## config.mk

```make
export PLATFORM = sky130hd
export DESIGN_NAME = frame_thread_sched
export DESIGN_NICKNAME = d
export VERILOG_FILES = /design/src/rtl/fts_pkg.sv /design/src/rtl/fts_stack.sv /design/src/rtl/fts_sync.sv /design/src/rtl/frame_thread_sched.sv
export SDC_FILE = /design/constraint.sdc
export NUM_CORES = 1
export LEC_CHECK = 0
export BUFFER_PORTS_ARGS = -buffer_cell sky130_fd_sc_hd__buf_2
export CORE_ASPECT_RATIO = 1.25
export CORE_MARGIN = 5
export CORE_UTILIZATION = 45
export DETAILED_ROUTE_END_ITERATION = 7
export PLACE_DENSITY_LB_ADDON = 0.25
export SYNTH_ARGS = -nofsm -noshare
export SYNTH_HDL_FRONTEND = slang
export SYNTH_SLANG_ARGS = --single-unit
```

## constraint.sdc

```tcl
create_clock -name clk -period 3.3 [get_ports clk]
set_clock_uncertainty 0.05 [all_clocks]
set_input_delay 0.165 -clock clk [delete_from_list [all_inputs] [get_ports clk]]
set_output_delay 0.165 -clock clk [all_outputs]
set_load 0.02 [all_outputs]
```

## src/rtl/fts_pkg.sv

```systemverilog
package fts_pkg;
    typedef enum logic [2:0] {
        OP_NOP   = 3'd0,
        OP_FORK  = 3'd1,
        OP_STOP  = 3'd2,
        OP_FSTOP = 3'd3,
        OP_POST  = 3'd4,
        OP_INIT  = 3'd5
    } fts_op_e;
endpackage

```

## src/rtl/fts_stack.sv

```systemverilog
module fts_stack #(
    parameter int AW    = 12,
    parameter int DEPTH = 8
) (
    input  logic                      clk,
    input  logic                      rst_n,
    input  logic                      push,
    input  logic [AW-1:0]             push_data,
    input  logic                      pop,
    output logic [AW-1:0]             top_data,
    output logic                      empty,
    output logic                      full,
    output logic [$clog2(DEPTH)-1:0]  depth
);
    localparam int SLOTS = DEPTH - 1;
    localparam int PW    = $clog2(DEPTH);

    typedef struct packed {
        logic [SLOTS-1:0][AW-1:0] mem;
        logic [PW-1:0]            cnt;
    } stk_t;

    stk_t s_d, s_q;

    assign empty = (s_q.cnt == '0);
    assign full  = (s_q.cnt == PW'(SLOTS));
    assign depth = s_q.cnt;

    always_comb begin
        top_data = '0;
        if (!empty) begin
            top_data = s_q.mem[s_q.cnt - PW'(1)];
        end
    end

    always_comb begin
        s_d = s_q;
        if (push && !full) begin
            s_d.mem[s_q.cnt] = push_data;
            s_d.cnt          = s_q.cnt + PW'(1);
        end else if (pop && !empty) begin
            s_d.cnt = s_q.cnt - PW'(1);
        end
    end

    always_ff @(posedge clk or negedge rst_n) begin
        if (!rst_n) begin
            s_q <= '0;
        end else begin
            s_q <= s_d;
        end
    end
endmodule

```

## src/rtl/fts_sync.sv

```systemverilog
module fts_sync #(
    parameter int AW   = 12,
    parameter int NCNT = 8,
    parameter int CW   = 6
) (
    input  logic                     clk,
    input  logic                     rst_n,
    input  logic                     init,
    input  logic                     post,
    input  logic [$clog2(NCNT)-1:0]  idx,
    input  logic [CW-1:0]            load_count,
    input  logic [AW-1:0]            load_addr,
    output logic                     fire,
    output logic [AW-1:0]            fire_addr
);
    typedef struct packed {
        logic [NCNT-1:0][CW-1:0] cnt;
        logic [NCNT-1:0][AW-1:0] tgt;
    } sync_t;

    sync_t y_d, y_q;

    assign fire      = post && (y_q.cnt[idx] == CW'(1));
    assign fire_addr = y_q.tgt[idx];

    always_comb begin
        y_d = y_q;
        if (init) begin
            y_d.cnt[idx] = load_count;
            y_d.tgt[idx] = load_addr;
        end else if (post && (y_q.cnt[idx] != '0)) begin
            y_d.cnt[idx] = y_q.cnt[idx] - CW'(1);
        end
    end

    always_ff @(posedge clk or negedge rst_n) begin
        if (!rst_n) begin
            y_q <= '0;
        end else begin
            y_q <= y_d;
        end
    end
endmodule

```

## src/rtl/frame_thread_sched.sv

```systemverilog
module frame_thread_sched
    import fts_pkg::*;
#(
    parameter int          AW      = 12,
    parameter int          DEPTH   = 8,
    parameter int          NCNT    = 8,
    parameter int          CW      = 6,
    parameter logic [AW-1:0] EXIT_PC = '1
) (
    input  logic                     clk,
    input  logic                     rst_n,
    input  logic                     cmd_valid,
    input  logic [2:0]               cmd_op,
    input  logic [AW-1:0]            cmd_addr,
    input  logic [$clog2(NCNT)-1:0]  cmd_idx,
    input  logic [CW-1:0]            cmd_count,
    output logic                     next_valid,
    output logic [AW-1:0]            next_pc,
    output logic                     frame_done,
    output logic                     overflow_err
);
    localparam int PW = $clog2(DEPTH);

    typedef struct packed {
        logic          valid;
        logic [AW-1:0] pc;
        logic          done;
        logic          ovf;
    } out_t;

    out_t o_d, o_q;

    logic          is_fork, is_stop, is_fstop, is_post, is_init;
    logic          stk_push, stk_pop, stk_empty, stk_full;
    logic [AW-1:0] stk_top, push_val, fire_addr;
    logic          fire, push_req;
    logic [PW-1:0] stk_depth;

    always_comb begin
        is_fork  = cmd_valid && (cmd_op == OP_FORK);
        is_stop  = cmd_valid && (cmd_op == OP_STOP);
        is_fstop = cmd_valid && (cmd_op == OP_FSTOP);
        is_post  = cmd_valid && (cmd_op == OP_POST);
        is_init  = cmd_valid && (cmd_op == OP_INIT);
    end

    fts_sync #(.AW(AW), .NCNT(NCNT), .CW(CW)) u_sync (
        .clk        (clk),
        .rst_n      (rst_n),
        .init       (is_init),
        .post       (is_post),
        .idx        (cmd_idx),
        .load_count (cmd_count),
        .load_addr  (cmd_addr),
        .fire       (fire),
        .fire_addr  (fire_addr)
    );

    always_comb begin
        push_req = is_fork || fire;
        push_val = is_fork ? cmd_addr : fire_addr;
        stk_push = push_req && !stk_full;
        stk_pop  = is_stop && !stk_empty;
    end

    fts_stack #(.AW(AW), .DEPTH(DEPTH)) u_stack (
        .clk       (clk),
        .rst_n     (rst_n),
        .push      (stk_push),
        .push_data (push_val),
        .pop       (stk_pop),
        .top_data  (stk_top),
        .empty     (stk_empty),
        .full      (stk_full),
        .depth     (stk_depth)
    );

    always_comb begin
        o_d       = '0;
        o_d.ovf   = push_req && stk_full;
        if (is_stop) begin
            o_d.valid = 1'b1;
            o_d.pc    = stk_empty ? EXIT_PC : stk_top;
            o_d.done  = stk_empty;
        end else if (is_fstop) begin
            o_d.valid = 1'b1;
            o_d.pc    = cmd_addr;
        end
    end

    always_ff @(posedge clk or negedge rst_n) begin
        if (!rst_n) begin
            o_q <= '0;
        end else begin
            o_q <= o_d;
        end
    end

    assign next_valid   = o_q.valid;
    assign next_pc      = o_q.pc;
    assign frame_done   = o_q.done;
    assign overflow_err = o_q.ovf;
endmodule

```

# Word level (Yosys, flattened, before mapping)
# Cells that the tools add are included.
# totals
ff_bits	246
input_bits	27
out_inout_bits	15
wordCells	89
# classes
n_addsub	3
n_lt_le_gt_ge	5
eq_ne	7
n_mux	25
n_reduce_logical	21
# op_table
operator	n
48-bit bitwise mux	2
96-bit bitwise mux	1
48-bit 2-to-1 mux	2
84-bit bitwise mux	1
12-bit binary-select mux with 3-bit select	2
12-bit demux with 3-bit select	2
12-bit 2-to-1 mux	6
13-bit 2-to-1 mux	2
6-bit binary-select mux with 3-bit select	1
6-bit demux with 3-bit select	1
1-bit logical AND	14
3-bit by 4-bit < comparator with 1-bit output, second input constant	3
6-bit 2-to-1 mux	2
3-bit == test, second input constant	3
3-bit by 2-bit == test with 1-bit output, second input constant	2
6-bit by 1-bit == test with 1-bit output, second input constant	1
3-bit by 1-bit greater-or-equal comparator with 1-bit output, second input constant	2
3-bit 2-to-1 mux	2
6-bit nonzero test	1
6-bit by 1-bit subtractor with 6-bit output, second input constant	1
2-bit nonzero test	2
3-bit by 1-bit adder with 3-bit output, second input constant	1
3-bit by 1-bit == test with 1-bit output, second input constant	1
3-bit logical NOT	1
4 further kinds	5

# Depth between registers and ports, before layout
# logic_depth
ltp_word	8
mapped_depth	13
depth_no_buf	9

# Modules after synthesis
# A second synthesis with hierarchy kept.
# hier_totals
cells_unflattened	858
hier_area_um2	11856.4
# modules_own_cells
module	n_inst	cells_each	area_per_inst_um2	seq_area_each_um2
fts_sync	1	489	6725.2	3603.5
fts_stack	1	289	4267.8	2177.1
frame_thread_sched	1	80	863.3	375.4

# Worst setup path before layout
# OpenSTA, ideal clock, no wires.
# synth_path
kind	flip-flop to flip-flop
start	reg u_stack.s_q, in the netlist u_stack.depth[0]
end	reg o_q, in the netlist next_pc[11]
setup_ns	0.147
arrival_time_ns	3.057
required_time_ns	3.103
slack_ns	0.046
stages_incl_launch_ff	13
n_path_buf	4
period_less_slack_ns	3.254
cell_sequence	dfrtp_1 -> clkbuf_1 -> clkinv_1 -> clkbuf_1 -> ha_1 -> clkbuf_1 -> buf_1 -> mux2i_1 -> nor2_1 -> a21oi_1 -> nor2_1 -> a21oi_1 -> a221oi_1
# synth_lines
element	line	rtl
start, declared	fts_stack.sv:23	stk_t s_d, s_q;
start signal, assigned	fts_stack.sv:48	s_q <= '0;
start signal, assigned	fts_stack.sv:50	s_q <= s_d;
end signal, assigned	frame_thread_sched.sv:93	o_q <= '0;
end signal, assigned	frame_thread_sched.sv:95	o_q <= o_d;
end, declared	frame_thread_sched.sv:31	out_t o_d, o_q;

# Worst setup path in the final report
# layout_path
start	reg u_sync.y_q[128] (netlist bit)
end	reg u_stack.s_q[69] (netlist bit)
# layout_via
elab_chain_cells	7
# layout_rtl
element	line	rtl
start, declared	fts_sync.sv:21	sync_t y_d, y_q;
start signal, assigned	fts_sync.sv:40	y_q <= y_d;
6-bit binary-select mux with 3-bit select	fts_sync.sv:23	assign fire = post && (y_q.cnt[idx] == CW'(1));
6-bit 2-to-1 mux (implied by the code)	fts_sync.sv:23	
6-bit by 1-bit == test with 1-bit output	fts_sync.sv:23	
1-bit logical AND	fts_sync.sv:23	
1-bit logical OR	frame_thread_sched.sv:60	push_req = is_fork || fire;
1-bit logical AND	frame_thread_sched.sv:62	stk_push = push_req && !stk_full;
1-bit logical AND	fts_stack.sv:38	if (push && !full) begin
# Every way passes these cells. The select of a mux whose other input is x is not followed.
# A chain may end at the register's enable or synchronous reset.

==> flow_metrics.env <==
export IMPL_overflow=0
export IMPL_yosysTopAreaCell="dfrtp_1"
export IMPL_drc_errors=0
export IMPL_r2r_end="u_stack.s_q[69]$_DFFE_PN0P_"
export IMPL_dieArea_mm2=0.0286
export IMPL_first_iter_violations=438
export IMPL_p_sw_frac=0.302
export IMPL_required_ns=3.67
export IMPL_syn_cell_area_mm2=0.0114
export IMPL_crit_slowest_cell="mux4_1"
export IMPL_finalNetCount=1056
export IMPL_worstSetupEndpointType="flop"
export IMPL_setup_tns_ns=0
export IMPL_grt_use_met2=0.358
export IMPL_io_pins=42
export IMPL_clkPwrFrac=0.320
export IMPL_clock_latency_ns=0.53
export IMPL_synth_main_ff_cell="dfrtp_1"
export IMPL_use_met1=0.275
export IMPL_worstPathArrival_ns=3.22
export IMPL_drt_first_pass_iters=5
export IMPL_regArea_mm2=0.00616
export IMPL_path_class="flop to flop"
export IMPL_slowest_delay_ns=0.55
export IMPL_grt_max_degree=112
export IMPL_fin_total_pwr_uw=8910
export IMPL_finalWirelength_mm=29.7
export IMPL_synth_cell_type_count=63
export IMPL_htreeDepth=1
export IMPL_synthToLayoutAreaGrowth_pct=16.5
export IMPL_drive_gt1_frac=0.260
export IMPL_multiInputGateArea_mm2=0.00487
export IMPL_slew_headroom=0.422
export IMPL_ys_seq_area_frac=0.540
export IMPL_cts_buffers=26
export IMPL_hold_violations=0
export IMPL_core_region_area_mm2=0.0251
export IMPL_final_cells=1376
export IMPL_fmax_ghz=0.350
export IMPL_synth_cells=932
export IMPL_grtUsageTotal=0.207
export IMPL_cts_root_buf="clkbuf_16"
export IMPL_power_density_mw_per_mm2=671
export IMPL_drv_slew=0
export IMPL_pwr_share_comb=0.238
export IMPL_critPathLaunchType="flop"
export IMPL_async_reset_ff_frac=1.00
export IMPL_placed_cells=1316
export IMPL_worstMarginPinSlew_ns=0.867
export IMPL_cts_tree="built"
export IMPL_die_width_um=152
export IMPL_grt_use_met3=0.0321
export IMPL_pwr_share_seq=0.442
export IMPL_crit_chain="mux4_1 -> mux2i_4 -> nand4_2 -> o41ai_4 -> buf_4 -> nand4_2 -> buf_4 -> mux2_1"
export IMPL_antenna_found_initial=1
export IMPL_period_share=0.865
export IMPL_grt_first_pass_wirelength_mm=47.7
export IMPL_ctsResizeCount=0
export IMPL_ant_nets=0
export IMPL_initial_utilization=0.454
export IMPL_rsz0062_at_grt="no"
export IMPL_hold_start="cmd_count[3]"
export IMPL_fillers=2221
export IMPL_setup_violations_final=0
export IMPL_first_global_vias=8308
export IMPL_r2r_slack_ns=0.44
export IMPL_clockBufferDepth=3
export IMPL_r2r_start="u_sync.y_q[128]$_DFFE_PN0P_"
export IMPL_synth_seq_cells=246
export IMPL_cts_clk_slew_worst_paths_ns=0.06
export IMPL_irDropWorstVdd_uv=403
export IMPL_routedWlPerCell_um=21.6
export IMPL_synth_top_area_frac=0.540
export IMPL_whs_path_depth=4
export IMPL_cts_sinks=246
export IMPL_via_per_inst=5.75
export IMPL_syn_nets=966
export IMPL_gp_congestion=0.871
export IMPL_cap_violations=0
export IMPL_num_vias=7912
export IMPL_place_port_buffers=41
export IMPL_hold_path_class="input pin to flop"
export IMPL_busiest_layer="met2"
export IMPL_netSwitchingPower_uw=2690
export IMPL_cp_max_fo=12
export IMPL_intPower_uw=6220
export IMPL_dp_hpwl_mm=19.7
export IMPL_cp_top_family="multiplexers"
export IMPL_ff2ff_path_depth=8
export IMPL_rows=65
export IMPL_fin_crit_ns=2.86
export IMPL_synthTopCellsByArea="dfrtp_1 (54%), mux2_2 (7.0%), mux2_1 (5.5%)"
export IMPL_syn_avg_cell_area_um2=12.2
export IMPL_yosys_warnings=0
export IMPL_die_h_um=188
export IMPL_path_buf_inv=2
export IMPL_status="completed"
export IMPL_holdPathEnd="u_sync.y_q[135]$_DFFE_PN0P_"
export IMPL_p_leak_uw=0.00625
export IMPL_synth_edf_count=0
## metal layers
metal	routed length, µm	share of wire
met1	12600	0.43
met2	14800	0.50
met3	1530	0.052
met4	697	0.023
met5	0	0
## final cells by class
cell class                      count  share of cell area
Sequential cell                   246               0.464
Timing Repair Buffer              125              0.0680
Clock inverter                      8             0.00613
Tap cell                          335              0.0316
Clock buffer                       38              0.0562
Multi-Input combinational cell    597               0.367
Antenna cell                        1            0.000188
Inverter                           26             0.00735
## through the flow
stage	util	hold WS, ns	area, µm²	setup WS, ns
2_1_floorplan	-	-0.181	11400	0.0459
3_3_place_gp	0.490	0.247	12300	0.310
3_5_place_dp	0.490	0.253	12300	0.257
4_1_cts	0.528	0.0704	13300	0.450
5_1_grt	0.528	0.107	13300	0.313
6_report	0.528	0.0872	13300	0.445
## repair_timing
item,CTS,global route
hold buffers,13,0
buffers inserted,0,0
endpoints found under the hold margin,168,0
## synth_stat cells, drive strengths merged (3+ instances only)
library cell  number
inv               25
o21ai             48
a41oi              7
mux4              17
mux2             141
and2               6
ha                 7
nor3               4
xnor2              3
clkbuf            43
a22o              16
a211oi             7
nor2b              9
o22ai             11
nand3b             6
a22oi             18
mux2i             17
nand3              5
a21oi             43
nand2             64
o22a              24
buf               20
nand2b             3
a221oi            28
nand4              7
dfrtp            246
a2bb2oi            6
nor2              56
a31oi             14
a221o              3
and3               3
## cell usage in the layout, fill, tap and decap left out, drive strengths merged, types with 3 or more instances in the layout
cell         count
buf            112
nor3             4
nand3            5
nand3b           6
ha               7
clkbuf          38
dfrtp          246
o22a            24
nand4            7
xnor2            3
clkinv           6
a22oi           18
a211oi           7
a221oi          28
and3             3
nand2b           3
mux2i           17
o22ai           11
mux2           141
mux4            17
nand2           64
a22o            16
dlygate4sd3     13
a221o            3
nor2b            9
a2bb2oi          6
o21ai           48
inv             25
a41oi            7
nor2            56
a31oi           14
a21oi           43
and2             6
## registers in the layout, indices dropped and copies added (netlist names)
register       count
next_pc           12
u_sync.y_q       144
frame_done         1
u_stack.depth      3
next_valid         1
overflow_err       1
u_stack.s_q       84
## worst register-to-register path, cell delays in order, from the launching register on
cell,delay [ns]
dfrtp_1,0.38
mux4_1,0.55
mux2i_4,0.26
nand4_2,0.17
o41ai_4,0.38
buf_4,0.26
nand4_2,0.12
buf_4,0.23
mux2_1,0.34
## power groups by stage
stage                     logic [µW]  clock network, µW  registers (µW)
after floorplan                 1540                  0            3860
after global placement          2090                  0            3970
after detailed placement        2130                  0            3980
after CTS                       2150               2910            3930
after global routing            2320               3030            4000
final                           2120               2850            3940
## kinds of logic after synthesis
group	after synthesis	share of synthesized area
xor+xnor	4	0.00307
buf+inv	89	0.0340
flops	246	0.540
fa+ha+maj	7	0.00768
simple gates	177	0.0767
mux	175	0.194
compound gates	234	0.144
## worst max path at each step
stage                                  from                           to  slack, ns  cells past startpoint
2_1_floorplan  u_stack.depth[0]$_DFFE_PN0P_        next_pc[11]$_DFF_PN0_       0.05                     12
3_3_place_gp                     cmd_idx[0]  u_stack.s_q[69]$_DFFE_PN0P_       0.31                      9
3_5_place_dp                     cmd_idx[0]  u_stack.s_q[69]$_DFFE_PN0P_       0.26                     11
4_1_cts         u_sync.y_q[128]$_DFFE_PN0P_  u_stack.s_q[69]$_DFFE_PN0P_       0.45                      8
5_1_grt         u_sync.y_q[128]$_DFFE_PN0P_  u_stack.s_q[67]$_DFFE_PN0P_       0.31                      8
6_report        u_sync.y_q[128]$_DFFE_PN0P_  u_stack.s_q[69]$_DFFE_PN0P_       0.44                      8
No activity file was read; power rests on OpenSTA's default activity.
